### src/rtl/ide_pio_pkg.sv
package ide_pio_pkg;

    localparam int ADDR_W   = 16;
    localparam int CNT_W    = 4;
    localparam int NUM_DRV  = 2;
    localparam int DRV_W    = (NUM_DRV > 1) ? $clog2(NUM_DRV) : 1;
    localparam int SLOW_SMP = 6;
    localparam int SLOW_REC = 8;
    localparam int MIN_REC  = 3;
    localparam int REC_SAT  = 5;

    localparam logic [ADDR_W-1:0] PRI_CMD = 16'h01F0;
    localparam logic [ADDR_W-1:0] PRI_AUX = 16'h03F6;
    localparam logic [ADDR_W-1:0] SEC_CMD = 16'h0170;
    localparam logic [ADDR_W-1:0] SEC_AUX = 16'h0376;

    typedef enum logic [1:0] {
        CH_OFF = 2'b00,
        CH_PRI = 2'b01,
        CH_SEC = 2'b10,
        CH_RSV = 2'b11
    } chan_e;

    typedef struct packed {
        logic [2:0]         rsv_hi;
        logic [2:0]         rec_code;
        logic [1:0]         smp_code;
        logic [1:0]         rsv_lo;
        logic [NUM_DRV-1:0] smp_en;
        logic [NUM_DRV-1:0] fast_en;
        chan_e              chan;
    } ctrl_t;

    localparam int CTRL_W = $bits(ctrl_t);

    typedef struct packed {
        logic [CNT_W-1:0] smp;
        logic [CNT_W-1:0] rec;
    } timing_t;

    typedef enum logic [1:0] {
        ST_IDLE,
        ST_STROBE,
        ST_WAIT,
        ST_RECOVER
    } state_e;

    function automatic logic [CNT_W-1:0] smp_clocks(input logic [1:0] code);
        return CNT_W'(SLOW_SMP) - CNT_W'(code);
    endfunction

    function automatic logic [CNT_W-1:0] rec_clocks(input logic [2:0] code);
        if (code >= 3'(REC_SAT))
            return CNT_W'(MIN_REC);
        return CNT_W'(SLOW_REC) - CNT_W'(code);
    endfunction

endpackage

### src/rtl/ide_addr_decode.sv
module ide_addr_decode
    import ide_pio_pkg::*;
(
    input  chan_e             chan,
    input  logic              valid,
    input  logic [ADDR_W-1:0] addr,
    output logic              hit
);
    logic pri_cmd, pri_aux, sec_cmd, sec_aux;

    // Primary command block spans 8 ports, secondary spans 16; both aux blocks span 2.
    assign pri_cmd = (addr[ADDR_W-1:3] == PRI_CMD[ADDR_W-1:3]);
    assign pri_aux = (addr[ADDR_W-1:1] == PRI_AUX[ADDR_W-1:1]);
    assign sec_cmd = (addr[ADDR_W-1:4] == SEC_CMD[ADDR_W-1:4]);
    assign sec_aux = (addr[ADDR_W-1:1] == SEC_AUX[ADDR_W-1:1]);

    always_comb begin
        unique case (chan)
            CH_PRI:  hit = valid && (pri_cmd || pri_aux);
            CH_SEC:  hit = valid && (sec_cmd || sec_aux);
            default: hit = 1'b0;
        endcase
    end
endmodule

### src/rtl/ide_timing_select.sv
module ide_timing_select
    import ide_pio_pkg::*;
(
    input  logic [NUM_DRV-1:0] fast_en,
    input  logic [NUM_DRV-1:0] smp_en,
    input  logic [1:0]         smp_code,
    input  logic [2:0]         rec_code,
    input  logic [DRV_W-1:0]   drive,
    output timing_t            tim
);
    timing_t per_drv [NUM_DRV];

    for (genvar d = 0; d < NUM_DRV; d++) begin : g_drv
        always_comb begin
            per_drv[d].smp = (fast_en[d] && smp_en[d]) ? smp_clocks(smp_code)
                                                       : CNT_W'(SLOW_SMP);
            per_drv[d].rec = fast_en[d] ? rec_clocks(rec_code) : CNT_W'(SLOW_REC);
        end
    end

    always_comb begin
        tim = per_drv[0];
        for (int d = 1; d < NUM_DRV; d++)
            if (drive == DRV_W'(d))
                tim = per_drv[d];
    end
endmodule

### src/rtl/ide_cycle_fsm.sv
module ide_cycle_fsm
    import ide_pio_pkg::*;
(
    input  logic    clk,
    input  logic    rst,
    input  logic    start,
    input  logic    is_write,
    input  timing_t tim,
    input  logic    iordy,
    output logic    rd_strobe,
    output logic    wr_strobe,
    output logic    done,
    output logic    busy
);
    state_e           state;
    logic [CNT_W-1:0] cnt;
    logic [CNT_W-1:0] rec_q;
    logic [CNT_W-1:0] smp_q;
    logic             wr_q;
    logic             active;

    always_ff @(posedge clk) begin
        if (rst) begin
            state <= ST_IDLE;
            cnt   <= '0;
            rec_q <= '0;
            smp_q <= '0;
            wr_q  <= 1'b0;
            done  <= 1'b0;
        end else begin
            done <= 1'b0;
            unique case (state)
                ST_IDLE: begin
                    if (start) begin
                        state <= ST_STROBE;
                        cnt   <= CNT_W'(1);
                        smp_q <= tim.smp;
                        rec_q <= tim.rec;
                        wr_q  <= is_write;
                    end
                end
                ST_STROBE: begin
                    if (cnt != smp_q) begin
                        cnt <= cnt + CNT_W'(1);
                    end else if (iordy) begin
                        state <= ST_RECOVER;
                        cnt   <= rec_q;
                        done  <= 1'b1;
                    end else begin
                        state <= ST_WAIT;
                    end
                end
                ST_WAIT: begin
                    if (iordy) begin
                        state <= ST_RECOVER;
                        cnt   <= rec_q;
                        done  <= 1'b1;
                    end
                end
                ST_RECOVER: begin
                    if (cnt == CNT_W'(1))
                        state <= ST_IDLE;
                    else
                        cnt <= cnt - CNT_W'(1);
                end
                default: state <= ST_IDLE;
            endcase
        end
    end

    assign active    = (state == ST_STROBE) || (state == ST_WAIT);
    assign rd_strobe = active && !wr_q;
    assign wr_strobe = active && wr_q;
    assign busy      = (state != ST_IDLE);
endmodule

### src/rtl/ide_pio_timer.sv
module ide_pio_timer
    import ide_pio_pkg::*;
(
    input  logic              clk,
    input  logic              rst,
    input  logic              req_valid,
    input  logic [ADDR_W-1:0] req_addr,
    input  logic              req_write,
    input  logic [DRV_W-1:0]  req_drive,
    input  logic [CTRL_W-1:0] ctrl_word,
    input  logic              iordy,
    output logic              hit,
    output logic              rd_strobe,
    output logic              wr_strobe,
    output logic              done,
    output logic              busy
);
    ctrl_t   cfg;
    timing_t tim;
    logic    start;
    logic    unused_rsv;

    assign cfg        = ctrl_t'(ctrl_word);
    assign unused_rsv = &{1'b0, cfg.rsv_hi, cfg.rsv_lo};

    ide_addr_decode u_dec (
        .chan  (cfg.chan),
        .valid (req_valid),
        .addr  (req_addr),
        .hit   (hit)
    );

    ide_timing_select u_tsel (
        .fast_en  (cfg.fast_en),
        .smp_en   (cfg.smp_en),
        .smp_code (cfg.smp_code),
        .rec_code (cfg.rec_code),
        .drive    (req_drive),
        .tim      (tim)
    );

    assign start = hit && !busy;

    ide_cycle_fsm u_fsm (
        .clk       (clk),
        .rst       (rst),
        .start     (start),
        .is_write  (req_write),
        .tim       (tim),
        .iordy     (iordy),
        .rd_strobe (rd_strobe),
        .wr_strobe (wr_strobe),
        .done      (done),
        .busy      (busy)
    );
endmodule

### config.mk
export PLATFORM = sky130hd
export DESIGN_NAME = ide_pio_timer
export DESIGN_NICKNAME = d
export VERILOG_FILES = /design/src/rtl/ide_pio_pkg.sv /design/src/rtl/ide_addr_decode.sv /design/src/rtl/ide_timing_select.sv /design/src/rtl/ide_cycle_fsm.sv /design/src/rtl/ide_pio_timer.sv
export SDC_FILE = /design/constraint.sdc
export NUM_CORES = 1
export LEC_CHECK = 0
export CELL_PAD_IN_SITES_DETAIL_PLACEMENT = 1
export CELL_PAD_IN_SITES_GLOBAL_PLACEMENT = 2
export CORE_ASPECT_RATIO = 1.2
export CORE_UTILIZATION = 28
export CTS_CLUSTER_DIAMETER = 150
export DETAILED_ROUTE_END_ITERATION = 7
export DONT_BUFFER_PORTS = 1
export PLACE_DENSITY = 0.67
export SYNTH_ARGS = -nofsm -noshare
export SYNTH_HDL_FRONTEND = slang
export SYNTH_SLANG_ARGS = --single-unit
### constraint.sdc
create_clock -name clk -period 7.6 [get_ports clk]
set_input_delay 2.28 -clock clk [delete_from_list [all_inputs] [get_ports clk]]
set_output_delay 2.28 -clock clk [all_outputs]
set_load 0.005 [all_outputs]
==> flow_metrics.env <==
export IMPL_first_global_vias=1173
export IMPL_clock_path_buffers=2
export IMPL_async_reset_ff_share_pct=0
export IMPL_whs_ns=0.4654
export IMPL_busiest_layer="met2"
export IMPL_crit_path_start="ctrl_word[0]"
export IMPL_layout_common_cells="15 x dfxtp_1, 13 x inv_1, 11 x a21oi_1, 11 x ha_1, 10 x nand2_1"
export IMPL_period_minus_slack_ns=5.945
export IMPL_ys_seq_area_share_pct=23.79
export IMPL_min_path_type="reg2reg"
export IMPL_netlist_top_cells_area="dfxtp_1 24%, ha_1 11%, mux2i_1 4.8%"
export IMPL_port_buffer_count=0
export IMPL_synth_top_area_share_pct=23.79
export IMPL_synth_edf_count=0
export IMPL_timing_final_crit_share_pct=78.22
export IMPL_r2r_slack_ns=5.51
export IMPL_drtAntennaViolNets=0
export IMPL_diodes=0
export IMPL_cts_sinks=15
export IMPL_rsz0062_at_grt="no"
export IMPL_use_met2_pct=28.55
export IMPL_clk_latency_ns=0.25
export IMPL_synth_cells=144
export IMPL_crit_slowest_cell="or4b_4"
export IMPL_antenna_found_initial=0
export IMPL_routedWlPerCell_um=16.46
export IMPL_min_from="u_fsm.smp_q[2]$_SDFFE_PP0P_"
export IMPL_total_power_uw=156.6
export IMPL_drc=0
export IMPL_use_met3_pct=1.946
export IMPL_skew_ns=0.002248
export IMPL_worstReg2RegEnd="u_fsm.cnt[1]$_SDFFE_PP0P_"
export IMPL_drv_cap=0
export IMPL_worstHoldEndpoint="u_fsm.smp_q[2]$_SDFFE_PP0P_"
export IMPL_finalMaxSlewViolations=0
export IMPL_stdcell_area_mm2=0.001344
export IMPL_area_growth_pct=6.442
export IMPL_die_h_um=75.56
export IMPL_cts_setup_buffers=0
export IMPL_p_leak_nw=0.5231
export IMPL_cts_resized_gates=0
export IMPL_hpwl_um=2635
export IMPL_die_w_um=63.30
export IMPL_worst_slack_ns=1.655
export IMPL_wl_um=3259
export IMPL_grt_max_degree=14
export IMPL_syn_avg_cell_area_um2=8.767
export IMPL_final_nets=192
export IMPL_viasPerCell=5.439
export IMPL_worstPathArrival_ns=3.66
export IMPL_critical_path_max_stage_delay_ns=0.49
export IMPL_grt_use_total_pct=14.61
export IMPL_critPathMaxFanout=5
export IMPL_layout_drive_gt1_share_pct=9.859
export IMPL_dr_pass1_iters=4
export IMPL_final_common_cell="dfxtp_1"
export IMPL_die_area_mm2=0.004782
export IMPL_worst_hold_path_num_cells=2
export IMPL_critPathCaptureType="output port"
export IMPL_start_util_pct=29.40
export IMPL_setup_tns_ns=0
export IMPL_grt_use_met1_pct=15.04
export IMPL_drt_iter0_markers=20
export IMPL_power_density_mw_per_mm2=116.6
export IMPL_syn_cell_area_mm2=0.001262
export IMPL_ys_ff_latch=15
export IMPL_r2r_cells=5
export IMPL_cts_clk_slew_worst_paths_ns=0.06
export IMPL_grt_overflow=0
export IMPL_num_vias=1077
export IMPL_core_rowCount=26
export IMPL_slew_headroom_pct=69.69
export IMPL_pre_cts_slack_ns=1.669
export IMPL_pin_count=43
export IMPL_worstReg2RegStart="u_fsm.cnt[0]$_SDFFE_PP0P_"
export IMPL_coreArea_mm2=0.004294
export IMPL_setup_viol=0
export IMPL_critPathTopFamily="simple AND/OR/NAND/NOR gates"
export IMPL_ys_flop_type="dfxtp_1"
export IMPL_path_cells="inv_1 -> ha_1 -> or4b_4 -> nor3_4 -> o21ai_2 -> clkinv_1"
export IMPL_cts_inserted_buffers=3
export IMPL_status="completed"
export IMPL_startpoint_type="input port"
export IMPL_yosysTopAreaCell="dfxtp_1"
export IMPL_cts_tree="yes"
export IMPL_fmax_mhz=168.2
export IMPL_gp_congestion=0.8365
export IMPL_cts_max_level=1
export IMPL_synth_distinct_cells=50
export IMPL_worst_ep_required_time_ns=5.32
export IMPL_root_buffer="clkbuf_8"
export IMPL_dpl_cell_area_mm2=0.001299
export IMPL_worstMarginPinSlew_ns=0.4512
export IMPL_grt_pass1_wl_um=5409
export IMPL_hold_viol_final=0
export IMPL_ctsHoldBuffers=0
export IMPL_nFillCells=516
export IMPL_synthesis_nets=193
export IMPL_yosysWarnings=0
export IMPL_vdd_drop_max_uv=60.33
export IMPL_crit_buf_inv=2
export IMPL_crit_type="in2out"
worst register-to-register path: cells and delay by family, from the launching register on:
kind / cells / cell delay [ns]
AND/OR/NAND/NOR: 1 / 0.48
XOR/XNOR: 1 / 0.18
flip-flops: 1 / 0.58
multiplexers: 1 / 0.38
AO/OA/AOI/OAI: 2 / 0.36
final cells by class:
cell class                      count  area (um2)  share of cell area, %
Clock buffer                        4       45.04                  3.352
Multi-Input combinational cell    109       875.8                  65.18
Inverter                           14       52.55                  3.911
Sequential cell                    15       300.3                  22.35
Tap cell                           56       70.07                  5.214
routing by layer:
metal	up-vias	part of all wire, %
met2	32	52
li1	521	-
met1	515	40
met5	-	0
met3	9	4.2
met4	0	3.5
through the flow:
stage	utilization (%)	std cells
6_report	31.29	198
5_1_grt	31.29	198
4_1_cts	31.29	198
3_5_place_dp	30.24	194
3_3_place_gp	30.24	194
2_1_floorplan	-	144
Yosys cell counts, types with 2 or more instances:
master and number:
buf_2 2, o21ai_0 5, dfxtp_1 15, ha_1 11
clkbuf_1 2, inv_1 13, o2bb2ai_1 2, nand2_1 10
xor2_1 5, or4b_4 2, nand3_1 7, a21oi_1 11
nor2_1 3, or3_1 2, nor2b_1 4, nand2b_1 2
o21ai_1 4, or3b_1 2, nor3_1 2, o221a_1 2
mux2i_1 6, o211ai_1 2, nor3b_1 2, a21o_1 2
report_power, final:
part | internal [mW] | switching (mW) | leakage [nW]
Sequential | 0.0787 | 0.000129 | 0.121
Combinational | 0.00519 | 0.00591 | 0.380
Clock | 0.0372 | 0.0296 | 0.0228
Total | 0.121 | 0.0356 | 0.523
how the worst max path moves through the flow:
| stage | endpoint | cells after the start |
|---|---|---|
| after global routing | hit | 6 |
| after CTS | hit | 6 |
| after detailed placement | hit | 6 |
| after global placement | hit | 6 |
| final | hit | 6 |
| after floorplan | hit | 6 |
registers in the layout (all words and copies together) (netlist names):
register and count:
u_fsm.cnt 4, u_fsm.done 1, u_fsm.rec_q 4, u_fsm.smp_q 3
u_fsm.state 2, u_fsm.wr_q 1
logic make-up (layout without fill, tap and decap cells):
logic type	Yosys count	count (layout)	synth area share, %
fa+ha+maj	11	11	10.90
xor+xnor	5	5	3.469
simple gates	44	44	23.29
buf+inv	20	18	6.838
mux	7	7	5.649
flops	15	15	23.79
compound gates	42	42	26.07
No activity file was read; power rests on OpenSTA's default activity.
